[config.mk]
export PLATFORM = sky130hd
export DESIGN_NAME = rtc_snapshot_counters
export DESIGN_NICKNAME = d
export VERILOG_FILES = /design/src/rtl/rtc_snap_pkg.sv /design/src/rtl/rtc_count_stage.sv /design/src/rtl/rtc_tick_hold.sv /design/src/rtl/rtc_snap_latch.sv /design/src/rtl/rtc_snapshot_counters.sv
export SDC_FILE = /design/constraint.sdc
export NUM_CORES = 1
export LEC_CHECK = 0
export BUFFER_PORTS_ARGS = -buffer_cell sky130_fd_sc_hd__buf_2
export CORE_UTILIZATION = 44
export CTS_CLUSTER_SIZE = 16
export DETAILED_ROUTE_END_ITERATION = 8
export SLEW_MARGIN = 0
export SYNTH_ARGS = -nofsm -noshare
export SYNTH_HDL_FRONTEND = slang
export SYNTH_SLANG_ARGS = --single-unit
[constraint.sdc]
create_clock -name clk -period 6.1 [get_ports clk]
set_clock_uncertainty 0.05 [all_clocks]
set_input_delay 0.61 -clock clk [delete_from_list [all_inputs] [get_ports clk]]
set_output_delay 0.61 -clock clk [all_outputs]
set_load 0.03 [all_outputs]
[src/rtl/rtc_snap_pkg.sv]
package rtc_snap_pkg;

  localparam int NUM_STAGES = 4;
  localparam int CMD_RUN_BIT = 3;
  localparam int ADDR_CMD = 4;

  // modulus of each cascade stage, lowest first
  function automatic int stage_mod(input int idx);
    case (idx)
      0: return 100;
      1: return 60;
      2: return 60;
      default: return 24;
    endcase
  endfunction

  function automatic int stage_width(input int idx);
    return $clog2(stage_mod(idx));
  endfunction

  // bit offset of a stage inside the packed time vector
  function automatic int stage_lsb(input int idx);
    int acc;
    acc = 0;
    for (int k = 0; k < idx; k++) acc += stage_width(k);
    return acc;
  endfunction

  localparam int LIVE_W = stage_lsb(NUM_STAGES);

  // value stored by a write: out-of-range loads become zero
  function automatic int clamp_load(input int v, input int modv);
    return (v >= modv) ? 0 : v;
  endfunction

  // one increment with wrap at the modulus
  function automatic int next_count(input int v, input int modv);
    return (v >= modv - 1) ? 0 : v + 1;
  endfunction

endpackage

[src/rtl/rtc_count_stage.sv]
module rtc_count_stage
  import rtc_snap_pkg::*;
#(
  parameter int MOD = 60,
  parameter int DATA_W = 8,
  localparam int W = $clog2(MOD)
) (
  input  logic              clk,
  input  logic              rst_n,
  input  logic              inc,
  input  logic              ld,
  input  logic [DATA_W-1:0] ld_data,
  output logic [W-1:0]      val,
  output logic              carry
);

  assign carry = inc && (val == W'(MOD - 1));

  always_ff @(posedge clk or negedge rst_n) begin
    if (!rst_n)   val <= '0;
    else if (ld)  val <= W'(clamp_load(int'(ld_data), MOD));
    else if (inc) val <= W'(next_count(int'(val), MOD));
  end

  // a stage never leaves its range
  a_r4_in_range: assert property (@(posedge clk) disable iff (!rst_n)
    int'(val) < MOD);

  // the last value rolls to zero on an increment
  a_r4_wrap: assert property (@(posedge clk) disable iff (!rst_n)
    (inc && !ld && val == W'(MOD - 1)) |=> (val == '0));

endmodule

[src/rtl/rtc_tick_hold.sv]
module rtc_tick_hold (
  input  logic clk,
  input  logic rst_n,
  input  logic tick,
  input  logic run,
  input  logic hold,
  output logic step,
  output logic pending
);

  logic eff_tick;

  assign eff_tick = tick && run;
  assign step     = !hold && (pending || eff_tick);

  always_ff @(posedge clk or negedge rst_n) begin
    if (!rst_n)    pending <= 1'b0;
    else if (hold) pending <= pending || eff_tick;
    else           pending <= pending && eff_tick;
  end

  // once held, the tick stays held until the access ends
  a_r8_hold_keeps: assert property (@(posedge clk) disable iff (!rst_n)
    (hold && pending) |=> pending);

  // a held tick is released as soon as the access ends
  a_r7_release: assert property (@(posedge clk) disable iff (!rst_n)
    (!hold && pending) |-> step);

endmodule

[src/rtl/rtc_snap_latch.sv]
module rtc_snap_latch #(
  parameter int LIVE_W = 24,
  parameter int LATCH_W = 36
) (
  input  logic               clk,
  input  logic               rst_n,
  input  logic               capture,
  input  logic [LIVE_W-1:0]  live,
  output logic [LATCH_W-1:0] held
);

  always_ff @(posedge clk or negedge rst_n) begin
    if (!rst_n)       held <= '0;
    else if (capture) held <= LATCH_W'(live);
  end

  // a capture copies the time present at that edge
  a_r6_capture: assert property (@(posedge clk) disable iff (!rst_n)
    capture |=> (held[LIVE_W-1:0] == $past(live)));

  // spare bits stay zero
  a_r2_spare_zero: assert property (@(posedge clk) disable iff (!rst_n)
    held[LATCH_W-1:LIVE_W] == '0);

endmodule

[src/rtl/rtc_snapshot_counters.sv]
module rtc_snapshot_counters
  import rtc_snap_pkg::*;
#(
  parameter int ADDR_W = 3,
  parameter int DATA_W = 8,
  parameter int LATCH_W = 36
) (
  input  logic              clk,
  input  logic              rst_n,
  input  logic              tick_100hz,
  input  logic              cs_n,
  input  logic              rd_n,
  input  logic              wr_n,
  input  logic [ADDR_W-1:0] addr,
  input  logic [DATA_W-1:0] wdata,
  output logic [DATA_W-1:0] rdata
);

  localparam int SPARE_HI_W = LATCH_W - LIVE_W - DATA_W;

  logic                read_act, write_act, read_act_q, snap_pulse, hold;
  logic                step, pending, day_roll, cmd_run;
  logic [DATA_W-1:0]   cmd_q;
  logic [LIVE_W-1:0]   live;
  logic [LATCH_W-1:0]  held;
  logic [NUM_STAGES:0] inc;
  logic [DATA_W-1:0]   held_b [1:NUM_STAGES-1];
  logic [DATA_W-1:0]   hund_b;

  assign read_act   = !cs_n && !rd_n;
  assign write_act  = !cs_n && !wr_n && rd_n;
  assign hold       = read_act || write_act;
  assign snap_pulse = read_act && !read_act_q && (addr == '0);
  assign cmd_run    = cmd_q[CMD_RUN_BIT];

  always_ff @(posedge clk or negedge rst_n) begin
    if (!rst_n) begin
      read_act_q <= 1'b0;
      cmd_q      <= '0;
    end else begin
      read_act_q <= read_act;
      if (write_act && addr == ADDR_W'(ADDR_CMD)) cmd_q <= wdata;
    end
  end

  rtc_tick_hold u_hold (
    .clk     (clk),
    .rst_n   (rst_n),
    .tick    (tick_100hz),
    .run     (cmd_run),
    .hold    (hold),
    .step    (step),
    .pending (pending)
  );

  assign inc[0]   = step;
  assign day_roll = inc[NUM_STAGES];

  for (genvar i = 0; i < NUM_STAGES; i++) begin : g_stage
    localparam int MODV = stage_mod(i);
    localparam int WV   = stage_width(i);
    localparam int LSB  = stage_lsb(i);
    logic [WV-1:0] val;

    rtc_count_stage #(.MOD(MODV), .DATA_W(DATA_W)) u_cnt (
      .clk     (clk),
      .rst_n   (rst_n),
      .inc     (inc[i]),
      .ld      (write_act && addr == ADDR_W'(i)),
      .ld_data (wdata),
      .val     (val),
      .carry   (inc[i+1])
    );
    assign live[LSB +: WV] = val;
    if (i > 0) begin : g_rd
      assign held_b[i] = DATA_W'(held[LSB +: WV]);
    end
  end

  assign hund_b = DATA_W'(live[stage_width(0)-1:0]);

  rtc_snap_latch #(.LIVE_W(LIVE_W), .LATCH_W(LATCH_W)) u_latch (
    .clk     (clk),
    .rst_n   (rst_n),
    .capture (snap_pulse),
    .live    (live),
    .held    (held)
  );

  always_comb begin
    rdata = '0;
    if (read_act) begin
      if (addr == '0) rdata = hund_b;
      for (int i = 1; i < NUM_STAGES; i++)
        if (addr == ADDR_W'(i)) rdata = held_b[i];
      if (addr == ADDR_W'(ADDR_CMD))     rdata = cmd_q;
      if (addr == ADDR_W'(ADDR_CMD + 1)) rdata = held[LIVE_W +: DATA_W];
      if (addr == ADDR_W'(ADDR_CMD + 2)) rdata = DATA_W'(held[LATCH_W-1 -: SPARE_HI_W]);
    end
  end

  // time is frozen across consecutive read clocks
  a_r7_frozen_read: assert property (@(posedge clk) disable iff (!rst_n)
    (read_act && read_act_q) |-> $stable(live));

  // a full-day carry leaves every field at zero
  a_r4_day_roll: assert property (@(posedge clk) disable iff (!rst_n)
    day_roll |=> (live == '0));

  // stopped, nothing held, no write: time holds still
  a_r3_stopped: assert property (@(posedge clk) disable iff (!rst_n)
    (!cmd_run && !pending && !write_act) |=> $stable(live));

  // the command register cannot change during a read
  a_r9_no_write_in_read: assert property (@(posedge clk) disable iff (!rst_n)
    read_act |=> $stable(cmd_q));

endmodule

==> out/results.ini <==
[critical_path]
worstSetupEndpoint=g_stage[3].u_cnt.val[4]
cp_max_fo=7
critPathRequiredTime_ns=6.29
r2r_cells=6
crit_type=reg -> reg
reg2reg_from=g_stage[0].u_cnt.val[0]
worstReg2RegEnd=g_stage[3].u_cnt.val[4]
arrival_ns=2.78
worstSetupStartpoint=g_stage[0].u_cnt.val[0]
startpoint_type=register
r2r_slack_ns=3.52
worstSetupEndpointType=register

[drt]
detail-route-antenna-nets=0
dr.first_iter.drc_count=332
wire_per_inst_um=19.25
wl_mm=7.738
drc=8
dr.pass1.iters=9
via_per_inst=6.376
vias=2563

[logic_synthesis]
netlist_instances=306
synth-edff-count=0
syn-mean-instance-area_um2=9.736
synth.largest_area_cell=dfrtp_1
synth_seq_cells=51
synthFlopType=dfrtp_1
yosys_warnings=0
async_flop_share=1.000
synth_top_cell_area_share=0.4284
syn_area_um2=2979
yosysUniqueCellTypes=50
syn_nets=327
synth.top_cells.by_area=dfrtp_1 (43%), mux2_2 (9.8%), nor2_1 (4.4%)
synth-seq-area-share=0.4284

[cts]
hold_buffers=0
cts_setup_buffers=0
cts_made_buffers=5
htreeDepth=2
clk_latency_ns=0.32
clkTransAtPathRegs_ns=0.10
cts_root_buffer=clkbuf_8
cts_tree=done
cts.sinks=51
cts_max_path_buffers=2
cts_resized=0

[cells_and_area]
area_growth_pct=9.828
mostFrequentLayoutCells=dfrtp_1 (51), nor2_1 (35), nand2_1 (28), mux2_2 (26), buf_2 (24)
fin_nets=345
fin_cells=402
fillers=624
drive_gt1_frac=0.2277
final_common_cell=dfrtp_1
antenna_cells=0

[power_and_ir_drop]
power_mw=0.9087
ir_drop_uv=113.5
power_density_nw_per_um2=277.7
p_leak_nw=1.442

[place]
pre_cts_slack_ns=3.469
port_buffers=24
hpwl_mm=5.597
gp_congestion=0.8638
placedCellCount=394

[sta]
worst_pin_slew_ns=0.8733
fmax_ghz=0.3871
setup_viol_count_final=0
fin_tns_setup_ns=0
period_needed_ns=2.583
hold_viol=0
relSlewSlack=0.4163
slew_violations=0
rsz0062_at_grt=no
worst_slack_ns=3.517
post-route-period-util=0.4235
whs_ns=0.3392

[job]
cap_violations=0

[global_routing]
grt_antenna_before_repair=0
grt_first_pass_wirelength_mm=12.91
grt_overflow=0
grt_pass1_vias=2389
grt_max_degree=52
grt_usage=0.2362

[die]
die_h_um=84.29
rows=29
core_area_um2=6459
start_util=0.4613
fp.dieArea_um2=7104
die_w_um=84.29
io_pins=25

[hold_path]
hold_class=in -> async

[run_status]
violations=design-rule violations
status=complete, but fails checks

## power breakdown
group          total, mW  internal [mW]  leakage [nW]  switching [mW]
clock              0.256          0.135        0.0618           0.121
combinational      0.201         0.0974         0.735           0.104
sequential         0.451          0.390         0.645          0.0613
## cells in the mapped netlist (all sizes together), types with 2 or more instances
cell    number
mux4         5
ha           4
inv          5
nor4b        5
a32oi        3
a21oi       14
and3         6
o41ai        2
nand4        6
o21ai       14
nand3       18
nand4b       2
nor3         3
a21o         2
mux2i        4
a31oi        8
a22o         4
mux2        26
a221oi       2
buf          4
a222oi       3
nor2b       11
o211ai       2
nor2        35
and2         4
clkbuf      11
dfrtp       51
or3          6
nand2       28
or2          2
## per-layer routing
| layer | global-route usage | share of wire |
|---|---|---|
| met1 | 0.3373 | 0.46 |
| met2 | 0.3696 | 0.45 |
| met3 | 0.04031 | 0.071 |
| met4 | 0.07053 | 0.017 |
| met5 | 0 | 0 |
## state kept, by name (all words and copies together), names as in the netlist
name	cells
read_act_q	1
cmd_q	8
u_hold.pending	1
g_stage.u_cnt.val	24
u_latch.held	17
## stage by stage
| stage | area (um^2) | utilization |
|---|---|---|
| 2_1_floorplan | 2979 | - |
| 3_3_place_gp | 3151 | 0.4878 |
| 3_5_place_dp | 3151 | 0.4878 |
| 4_1_cts | 3272 | 0.5066 |
| 5_1_grt | 3272 | 0.5066 |
| 6_report | 3272 | 0.5066 |
## kinds of logic (layout without fill, tap and decap cells)
| logic type | after synthesis | in the layout | share of synthesized area |
|---|---|---|---|
| compound gates | 67 | 67 | 0.1571 |
| mux | 35 | 35 | 0.1495 |
| fa+ha+maj | 4 | 4 | 0.01680 |
| flops | 51 | 51 | 0.4284 |
| buf+inv | 20 | 39 | 0.02646 |
| simple gates | 129 | 129 | 0.2218 |
## layout make-up
cell class / instances / area (um^2) / area share
clock inverters: 2 / 38.79 / 0.01185
inverters: 5 / 18.77 / 0.005736
flip-flops and latches: 51 / 1276 / 0.3901
multi-input cells: 235 / 1624 / 0.4964
clock buffers: 6 / 82.58 / 0.02524
repair buffers: 26 / 135.1 / 0.04130
well taps: 77 / 96.34 / 0.02945
## how the worst min path moves through the flow
stage	to	cells past startpoint
after detailed placement	cmd_q[7]	1
after global placement	cmd_q[7]	1
after floorplan	cmd_q[0]	0
after CTS	cmd_q[3]	2
after global routing	cmd_q[6]	2
final	cmd_q[6]	2
## critical path: stages, from the launching register on
cell     delay, ns
dfrtp_1       0.43
ha_1          0.29
nor4b_1       0.25
nand4_1       0.23
or4_1         0.73
or3_1         0.36
a31oi_1       0.16
Note: power is estimated with default switching activity, not from simulation.
